[config.mk]
export PLATFORM = sky130hd
export DESIGN_NAME = tick_timer
export DESIGN_NICKNAME = d
export VERILOG_FILES = /design/src/rtl/tick_timer_pkg.sv /design/src/rtl/tick_timer_regs.sv /design/src/rtl/tick_timer_count.sv /design/src/rtl/tick_timer_flag.sv /design/src/rtl/tick_timer.sv
export SDC_FILE = /design/constraint.sdc
export NUM_CORES = 1
export LEC_CHECK = 0
export BUFFER_PORTS_ARGS = -buffer_cell sky130_fd_sc_hd__clkbuf_2
export CAP_MARGIN = 10
export CORE_UTILIZATION = 55
export DETAILED_ROUTE_END_ITERATION = 10
export PLACE_DENSITY = 0.84
export SLEW_MARGIN = 5
export SYNTH_ARGS = -nofsm -noshare
export SYNTH_HDL_FRONTEND = slang
export SYNTH_SLANG_ARGS = --single-unit
[constraint.sdc]
create_clock -name clk_i -period 2.56 [get_ports clk_i]
set_clock_uncertainty 0.05 [all_clocks]
set_input_delay 0.256 -clock clk_i [delete_from_list [all_inputs] [get_ports clk_i]]
set_output_delay 0.256 -clock clk_i [all_outputs]
set_load 0.05 [all_outputs]
[src/rtl/tick_timer_pkg.sv]
package tick_timer_pkg;
  localparam int CTRL_RUN_BIT = 0;
  localparam int CTRL_IE_BIT  = 1;
  localparam int CTRL_SRC_BIT = 2;
  localparam int FLAG_BIT     = 16;

  typedef enum logic [1:0] {
    SEL_CTRL   = 2'd0,
    SEL_RELOAD = 2'd1,
    SEL_COUNT  = 2'd2,
    SEL_NONE   = 2'd3
  } reg_sel_e;

  typedef struct packed {
    logic src;
    logic ie;
    logic run;
  } ctrl_t;
endpackage

[src/rtl/tick_timer_regs.sv]
module tick_timer_regs
  import tick_timer_pkg::*;
#(
  parameter int CNT_W  = 24,
  parameter int DATA_W = 32,
  parameter int ADDR_W = 4
) (
  input  logic              clk_i,
  input  logic              rst_ni,
  input  logic [ADDR_W-1:0] addr_i,
  input  logic [DATA_W-1:0] wdata_i,
  input  logic              wr_i,
  input  logic              rd_i,
  input  logic              flag_i,
  input  logic [CNT_W-1:0]  count_i,
  output ctrl_t             ctrl_o,
  output logic [CNT_W-1:0]  reload_o,
  output logic              cnt_wr_o,
  output logic              flag_rd_o,
  output logic [DATA_W-1:0] rdata_o
);
  localparam int IDX_W = ADDR_W - 2;

  reg_sel_e          sel;
  logic [IDX_W-1:0]  idx;
  ctrl_t             ctrl_q;
  logic [CNT_W-1:0]  reload_q;
  logic              unused_bits;

  assign idx = addr_i[ADDR_W-1:2];
  assign unused_bits = ^{wdata_i[DATA_W-1:CNT_W], addr_i[1:0]};

  always_comb begin
    sel = SEL_NONE;
    if (idx == IDX_W'(0))      sel = SEL_CTRL;
    else if (idx == IDX_W'(1)) sel = SEL_RELOAD;
    else if (idx == IDX_W'(2)) sel = SEL_COUNT;
  end

  always_ff @(posedge clk_i or negedge rst_ni) begin
    if (!rst_ni) begin
      ctrl_q   <= '0;
      reload_q <= '0;
    end else if (wr_i) begin
      if (sel == SEL_CTRL)
        ctrl_q <= '{src: wdata_i[CTRL_SRC_BIT], ie: wdata_i[CTRL_IE_BIT],
                    run: wdata_i[CTRL_RUN_BIT]};
      if (sel == SEL_RELOAD) reload_q <= wdata_i[CNT_W-1:0];
    end
  end

  always_comb begin
    rdata_o = '0;
    case (sel)
      SEL_CTRL: begin
        rdata_o[CTRL_RUN_BIT] = ctrl_q.run;
        rdata_o[CTRL_IE_BIT]  = ctrl_q.ie;
        rdata_o[CTRL_SRC_BIT] = ctrl_q.src;
        rdata_o[FLAG_BIT]     = flag_i;
      end
      SEL_RELOAD: rdata_o[CNT_W-1:0] = reload_q;
      SEL_COUNT:  rdata_o[CNT_W-1:0] = count_i;
      default:    rdata_o = '0;
    endcase
  end

  assign ctrl_o    = ctrl_q;
  assign reload_o  = reload_q;
  assign cnt_wr_o  = wr_i && (sel == SEL_COUNT);
  assign flag_rd_o = rd_i && (sel == SEL_CTRL);

  assert_ctrl_wr_R2: assert property (@(posedge clk_i) disable iff (!rst_ni)
    wr_i && sel == SEL_CTRL |=> ctrl_o.run == $past(wdata_i[CTRL_RUN_BIT]));
  assert_reload_keep_R2: assert property (@(posedge clk_i) disable iff (!rst_ni)
    !wr_i |=> $stable(reload_o));
endmodule

[src/rtl/tick_timer_count.sv]
module tick_timer_count #(
  parameter int CNT_W = 24
) (
  input  logic             clk_i,
  input  logic             rst_ni,
  input  logic             run_i,
  input  logic             src_i,
  input  logic             ext_tick_i,
  input  logic             clear_i,
  input  logic [CNT_W-1:0] reload_i,
  output logic [CNT_W-1:0] count_o,
  output logic             zero_evt_o
);
  logic [CNT_W-1:0] count_q;
  logic             tick;

  assign tick = run_i && (src_i || ext_tick_i);

  always_ff @(posedge clk_i or negedge rst_ni) begin
    if (!rst_ni)                count_q <= '0;
    else if (clear_i)           count_q <= '0;
    else if (tick) begin
      if (count_q == '0)        count_q <= reload_i;
      else                      count_q <= count_q - CNT_W'(1);
    end
  end

  // a zero reload means the timer is parked: no event even on a stray 1->0
  assign zero_evt_o = tick && !clear_i && (count_q == CNT_W'(1)) && (reload_i != '0);
  assign count_o    = count_q;

  assert_hold_R3: assert property (@(posedge clk_i) disable iff (!rst_ni)
    !run_i && !clear_i |=> $stable(count_q));
  assert_dec_R4: assert property (@(posedge clk_i) disable iff (!rst_ni)
    tick && !clear_i && count_q != '0 |=> count_q == $past(count_q) - CNT_W'(1));
  assert_reload_R5: assert property (@(posedge clk_i) disable iff (!rst_ni)
    tick && !clear_i && count_q == '0 |=> count_q == $past(reload_i));
  assert_park_R9: assert property (@(posedge clk_i) disable iff (!rst_ni)
    reload_i == '0 && count_q == '0 |=> count_q == '0);
  assert_clear_R8: assert property (@(posedge clk_i) disable iff (!rst_ni)
    clear_i |-> !zero_evt_o);
endmodule

[src/rtl/tick_timer_flag.sv]
module tick_timer_flag (
  input  logic clk_i,
  input  logic rst_ni,
  input  logic set_i,
  input  logic rd_clr_i,
  input  logic wr_clr_i,
  input  logic ie_i,
  output logic flag_o,
  output logic irq_o
);
  logic flag_q;

  // set beats a read-clear so an event in the read cycle is not lost
  always_ff @(posedge clk_i or negedge rst_ni) begin
    if (!rst_ni)       flag_q <= 1'b0;
    else if (wr_clr_i) flag_q <= 1'b0;
    else if (set_i)    flag_q <= 1'b1;
    else if (rd_clr_i) flag_q <= 1'b0;
  end

  assign flag_o = flag_q;
  assign irq_o  = flag_q && ie_i;

  assert_set_wins_R10: assert property (@(posedge clk_i) disable iff (!rst_ni)
    set_i && !wr_clr_i |=> flag_q);
  assert_wr_clear_R8: assert property (@(posedge clk_i) disable iff (!rst_ni)
    wr_clr_i |=> !flag_q);
  assert_sticky_R6: assert property (@(posedge clk_i) disable iff (!rst_ni)
    flag_q && !rd_clr_i && !wr_clr_i |=> flag_q);
  assert_rd_clear_R6: assert property (@(posedge clk_i) disable iff (!rst_ni)
    rd_clr_i && !set_i |=> !flag_q);
endmodule

[src/rtl/tick_timer.sv]
module tick_timer
  import tick_timer_pkg::*;
#(
  parameter int CNT_W  = 24,
  parameter int DATA_W = 32,
  parameter int ADDR_W = 4
) (
  input  logic              clk_i,
  input  logic              rst_ni,
  input  logic [ADDR_W-1:0] addr_i,
  input  logic [DATA_W-1:0] wdata_i,
  input  logic              wr_i,
  input  logic              rd_i,
  output logic [DATA_W-1:0] rdata_o,
  input  logic              ext_tick_i,
  output logic              irq_o
);
  ctrl_t            ctrl;
  logic [CNT_W-1:0] reload;
  logic [CNT_W-1:0] count;
  logic             cnt_wr;
  logic             flag_rd;
  logic             zero_evt;
  logic             flag;

  tick_timer_regs #(.CNT_W(CNT_W), .DATA_W(DATA_W), .ADDR_W(ADDR_W)) u_regs (
    .clk_i(clk_i), .rst_ni(rst_ni), .addr_i(addr_i), .wdata_i(wdata_i),
    .wr_i(wr_i), .rd_i(rd_i), .flag_i(flag), .count_i(count),
    .ctrl_o(ctrl), .reload_o(reload), .cnt_wr_o(cnt_wr),
    .flag_rd_o(flag_rd), .rdata_o(rdata_o)
  );

  tick_timer_count #(.CNT_W(CNT_W)) u_count (
    .clk_i(clk_i), .rst_ni(rst_ni), .run_i(ctrl.run), .src_i(ctrl.src),
    .ext_tick_i(ext_tick_i), .clear_i(cnt_wr), .reload_i(reload),
    .count_o(count), .zero_evt_o(zero_evt)
  );

  tick_timer_flag u_flag (
    .clk_i(clk_i), .rst_ni(rst_ni), .set_i(zero_evt), .rd_clr_i(flag_rd),
    .wr_clr_i(cnt_wr), .ie_i(ctrl.ie), .flag_o(flag), .irq_o(irq_o)
  );

  assert_wr_no_irq_R8: assert property (@(posedge clk_i) disable iff (!rst_ni)
    cnt_wr |=> !irq_o);
  assert_irq_needs_ie_R7: assert property (@(posedge clk_i) disable iff (!rst_ni)
    !ctrl.ie |-> !irq_o);
endmodule

# After elaboration in Yosys (flattened, before gate mapping)
# Index checks and enable logic that the tools add are counted.
# Widths: inputs -> output; s select.
# op_classes
n_addsub,1
eq_ne,5
muxes,13
reduce_logical,17
# op_table
operator,count
$mux 24,3
$pmux 13 s2,1
$eq 24x1->1 const B,1
$logic_not 24->1,1
$reduce_bool 24->1,1
$sub 24x1->24 const B,1
$pmux 7 s2,1
$pmux 3 s3,1
$logic_and 1x1->1,7
$eq 2x1->1 const B,2
$eq 2x2->1 const B,2
$logic_not 2->1,2
$mux 1,4
$mux 2,2
$reduce_and 2->1,2
$pmux 1 s3,1
$reduce_bool 3->1,1
$reduce_bool 2->1,1
$logic_not 1->1,1
$logic_or 1x1->1,1
# word_totals
regBits,52
inputBits,41
out_inout_bits,33
elab_cells,42

# Longest topological paths before layout
# depth
word_depth,12
mapped_depth,9

# Modules after synthesis
# From an unflattened synthesis, not the netlist that was laid out.
# unflattened
hier_cells,364
hier_area_um2,3540.9
# by_module_without_submodules
module,instances,cells_each,area_per_inst_um2,seq_area_each_um2
tick_timer_count,1,228,1881.8,600.6
tick_timer_regs,1,131,1609.0,675.6
tick_timer_flag,1,5,50.0,25.0

# Worst setup path before layout
# No wires, ideal clock.
# synth_timing
kind,register to register
startpoint,reg u_count.count_q[0] (netlist: u_count.count_o[0])
endpoint,reg u_count.count_q[6] (netlist: u_count.count_o[6])
setup_time_ns,0.127
t_arrival_ns,2.074
slack_ns,0.308
path_stages_with_launch,10
path_cell_list,dfrtp_1 -> inv_1 -> ha_1 -> or3b_2 -> nor4_4 -> nand2_2 -> buf_2 -> buf_6 -> a21oi_1 -> o22ai_1
# synth_between
elab_chain_len,4
elab_cells_between_ends,5
# synth_rtl
item,line,source
from (decl),tick_timer_count.sv:14,logic [CNT_W-1:0] count_q;
from (signal assigned),tick_timer_count.sv:23,if (count_q == '0) count_q <= reload_i;
from (signal assigned),tick_timer_count.sv:24,else count_q <= count_q - CNT_W'(1);
$sub 24x1->24 or $logic_not 24->1 (tied branches),"tick_timer_count.sv:24, tick_timer_count.sv:23",
$mux 24 (*),tick_timer_count.sv:23,
$mux 24 (*),tick_timer_count.sv:22,else if (tick) begin
$mux 24 (*),tick_timer_count.sv:21,else if (clear_i) count_q <= '0;
# Mark *: on every way between the ends. The rest lies on a longest branch, timed or not. The select of a mux whose other input is x is not followed.
# A chain may end at the register's enable or synchronous reset.

# Final worst setup path
# layout_timing
startpoint,reg u_count.count_q[1] (netlist: u_count.count_o[1])
endpoint,reg u_count.count_q[4] (netlist: u_count.count_o[4])
# The elaborated chain is that of the path after synthesis.

==> run metrics <==
peak supply drop 0.000475 V; HP Class primary input to flip-flop; Fmax 409 MHz; crit path DAT 2.57 ns; Final ANT Viol Nets 0; synthesis warning total 0; htree depth 2; Reg2Reg Depth 9; clock root cell clkbuf_8; I/O pin count 74; Pwr Total 0.00292 W; most common cell after layout, fill and taps aside clkbuf_2; core area 5960 um^2; hold_sp wdata_i[18]; Tmin final 2.45 ns; die width 80.8 um; Compound-Gate Fraction of Synth Area 0.194; Vias/cell 6.67; # diodes 0; ys flop type dfrtp_1; Seq cells post-synth 52; CTS Buf Count 5; EDFF count, synth 0; worst rel slew slack 0.552; max incr delay on CP 0.48 ns; row count 28; total track usage 0.320; mux cell area share after synthesis 0.110; Clock Tree Buf Depth 2; drt pass-1 iters 6; layout cells sized above 1 0.304; WHS Path Cells 2; Post-Synth Adder-Cell Area 0.0257; Setup Crit Path Kind flip-flop to flip-flop; largest family of logic cells by synthesized area simple AND/OR/NAND/NOR gates; MaxCap Viol Count 0; post-place setup slack 0.159 ns; run status completed; Avg Cell Area, Syn 9.35 um^2; Post-DP HPWL 6980 um; overall die area 6530 um^2; final hold violations 0; most frequent cells in the layout clkbuf_2, dfrtp_1, mux2_2, buf_4, nor2_1; crit end category flip-flop; worst hold path endpoint u_regs.reload_o[18]; vias in the first global route 3142; Period Utilization, post-route 0.956; XOR/XNOR Fraction of Synth Area 0; gr ovfl total 0; final setup fails 0; Starting DRT DRC Count 581; area delta synth->final 14.7%; sequential fraction of the synthesis area 0.381; fin. max-slew vios 0; WHS 0.113 ns; first-pass GRT wire length 15700 um; nature of the critical path startpoint flip-flop; synth unique cells 57; Synth Area in Simple Gates 0.219; die height 80.8 um; leakage dissipation 1.70 nW; port bufs 55; Syn Inst Count 365; worst slew pin tran 0.671 ns; Synth async-reset ratio 1.00; Initial Util 0.573; WL/cell 19.5 um; initial antenna violation count 0; setup ws final 0.112 ns; worst-path cell chain inv_1 > ha_1 > or3b_2 > nor4_4 > buf_6 > nand2_2 > buf_4 > mux2i_1 > o22ai_1; RePlAce Congestion 0.929; CTS tree built; Vias 3355; Synth Cell Area 3410 um^2; clock sinks 52; nets 476; crit-path max FO 18; Critical R2R Capture u_count.count_o[4]; Worst-Skew Late Latency 0.32 ns; Total Wirelength 9820 um; clk slew on worst S/H paths 0.10 ns; FILL cells 490; Critical Path RT 2.68 ns; largest net degree at the start of global routing 34; DR DRC count 0; RR Startpoint u_count.count_o[1]; P per Cell Area 746 nW/um^2; Worst R2R Setup Slack 0.11 ns; Worst path slowest cell or3b_2
-- worst max path at each step --
stage               slack, ns  cells after the start          startpoint                   to
floorplan                0.31                      9  u_count.count_o[0]   u_count.count_o[6]
global placement         0.22                      8  u_count.count_o[1]   u_count.count_o[1]
detailed placement       0.16                      9  u_count.count_o[1]  u_count.count_o[12]
CTS                      0.14                      9  u_count.count_o[1]  u_count.count_o[12]
global route            -0.02                      9  u_count.count_o[1]  u_count.count_o[12]
finish                   0.11                      9  u_count.count_o[1]   u_count.count_o[4]
-- report_power, final --
group          switching, W  internal [W]
Sequential         0.000259      0.000988
Clock              0.000295      0.000191
Combinational      0.000711      0.000477
-- worst max-delay path: cells and delay by family, from the launching register on --
kind	cells	cell delay, ns
muxes	1	0.21
adders and majority gates	1	0.15
and+or+nand+nor	3	0.79
AOI/OAI and AO/OA	1	0.13
DFF	1	0.44
buffers and inverters	3	0.55
-- cells by family after synthesis --
family,Yosys count
AO/OA/AOI/OAI,94
adder cells (fa/ha/maj),7
buffers and inverters,44
flip-flops,52
multiplexers,34
other,1
AND/OR/NAND/NOR,133
-- synthesized netlist by cell type, drive strengths merged, types with 2 or more instances --
cell type,count,area share
o311ai,2,0.0051
a41oi,3,0.0077
a21o,3,0.0066
o22ai,6,0.011
o211ai,3,0.0066
a22oi,20,0.044
buf,16,0.039
inv,9,0.0099
a211oi,6,0.015
or3,4,0.0081
ha,7,0.026
nor2b,21,0.038
nand3,9,0.013
nand2,22,0.025
nor2,25,0.027
dfrtp,52,0.38
o31ai,5,0.011
nor4,16,0.034
o21ai,15,0.023
mux2,27,0.089
mux2i,7,0.021
a21oi,18,0.026
nor3,8,0.012
nand2b,3,0.0055
nand3b,2,0.0044
and4,3,0.0077
nand4,7,0.013
a2111oi,3,0.011
and2,3,0.0055
clkbuf,19,0.021
a222oi,4,0.012
or4,3,0.0088
-- state kept, by name, summed over array words and instances (netlist names) --
register / cells
u_count.count_o: 24
u_regs.reload_o: 24
u_regs.ctrl_o: 3
u_flag.flag_o: 1
-- repair_timing --
| action | CTS | global route |
|---|---|---|
| hold buffers | 1 | 0 |
| gates resized for setup | 0 | 2 |
| endpoints found under the hold margin | 52 | 0 |
| setup buffers | 0 | 0 |
| endpoints found under the setup margin | 0 | 2 |
-- stage by stage --
step / std cells / cell area, um^2 / TNS [ns] / utilization
floorplan: 372 / 3440 / 0 / -
global placement: 495 / 3820 / 0 / 0.641
global route: 503 / 3920 / -0.0151 / 0.658
detailed placement: 495 / 3820 / 0 / 0.641
CTS: 503 / 3910 / 0 / 0.657
finish: 503 / 3920 / 0 / 0.658
-- layer usage --
layer / up-vias / global-route usage / share of wire
li1: 1479 / - / -
met1: 1627 / 0.415 / 0.39
met2: 202 / 0.520 / 0.48
met3: 47 / 0.0517 / 0.083
met4: 0 / 0.159 / 0.042
met5: - / 0 / 0
-- layout make-up --
class | count | area (um^2) | area share
multi-input cells | 276 | 1900 | 0.486
repair buffers | 84 | 499 | 0.127
clock buffers | 5 | 68.8 | 0.0176
inverters | 9 | 33.8 | 0.00863
well taps | 75 | 93.8 | 0.0240
flip-flops and latches | 52 | 1300 | 0.332
clock inverters | 2 | 16.3 | 0.00415
Note: power is estimated with default switching activity, not from simulation.
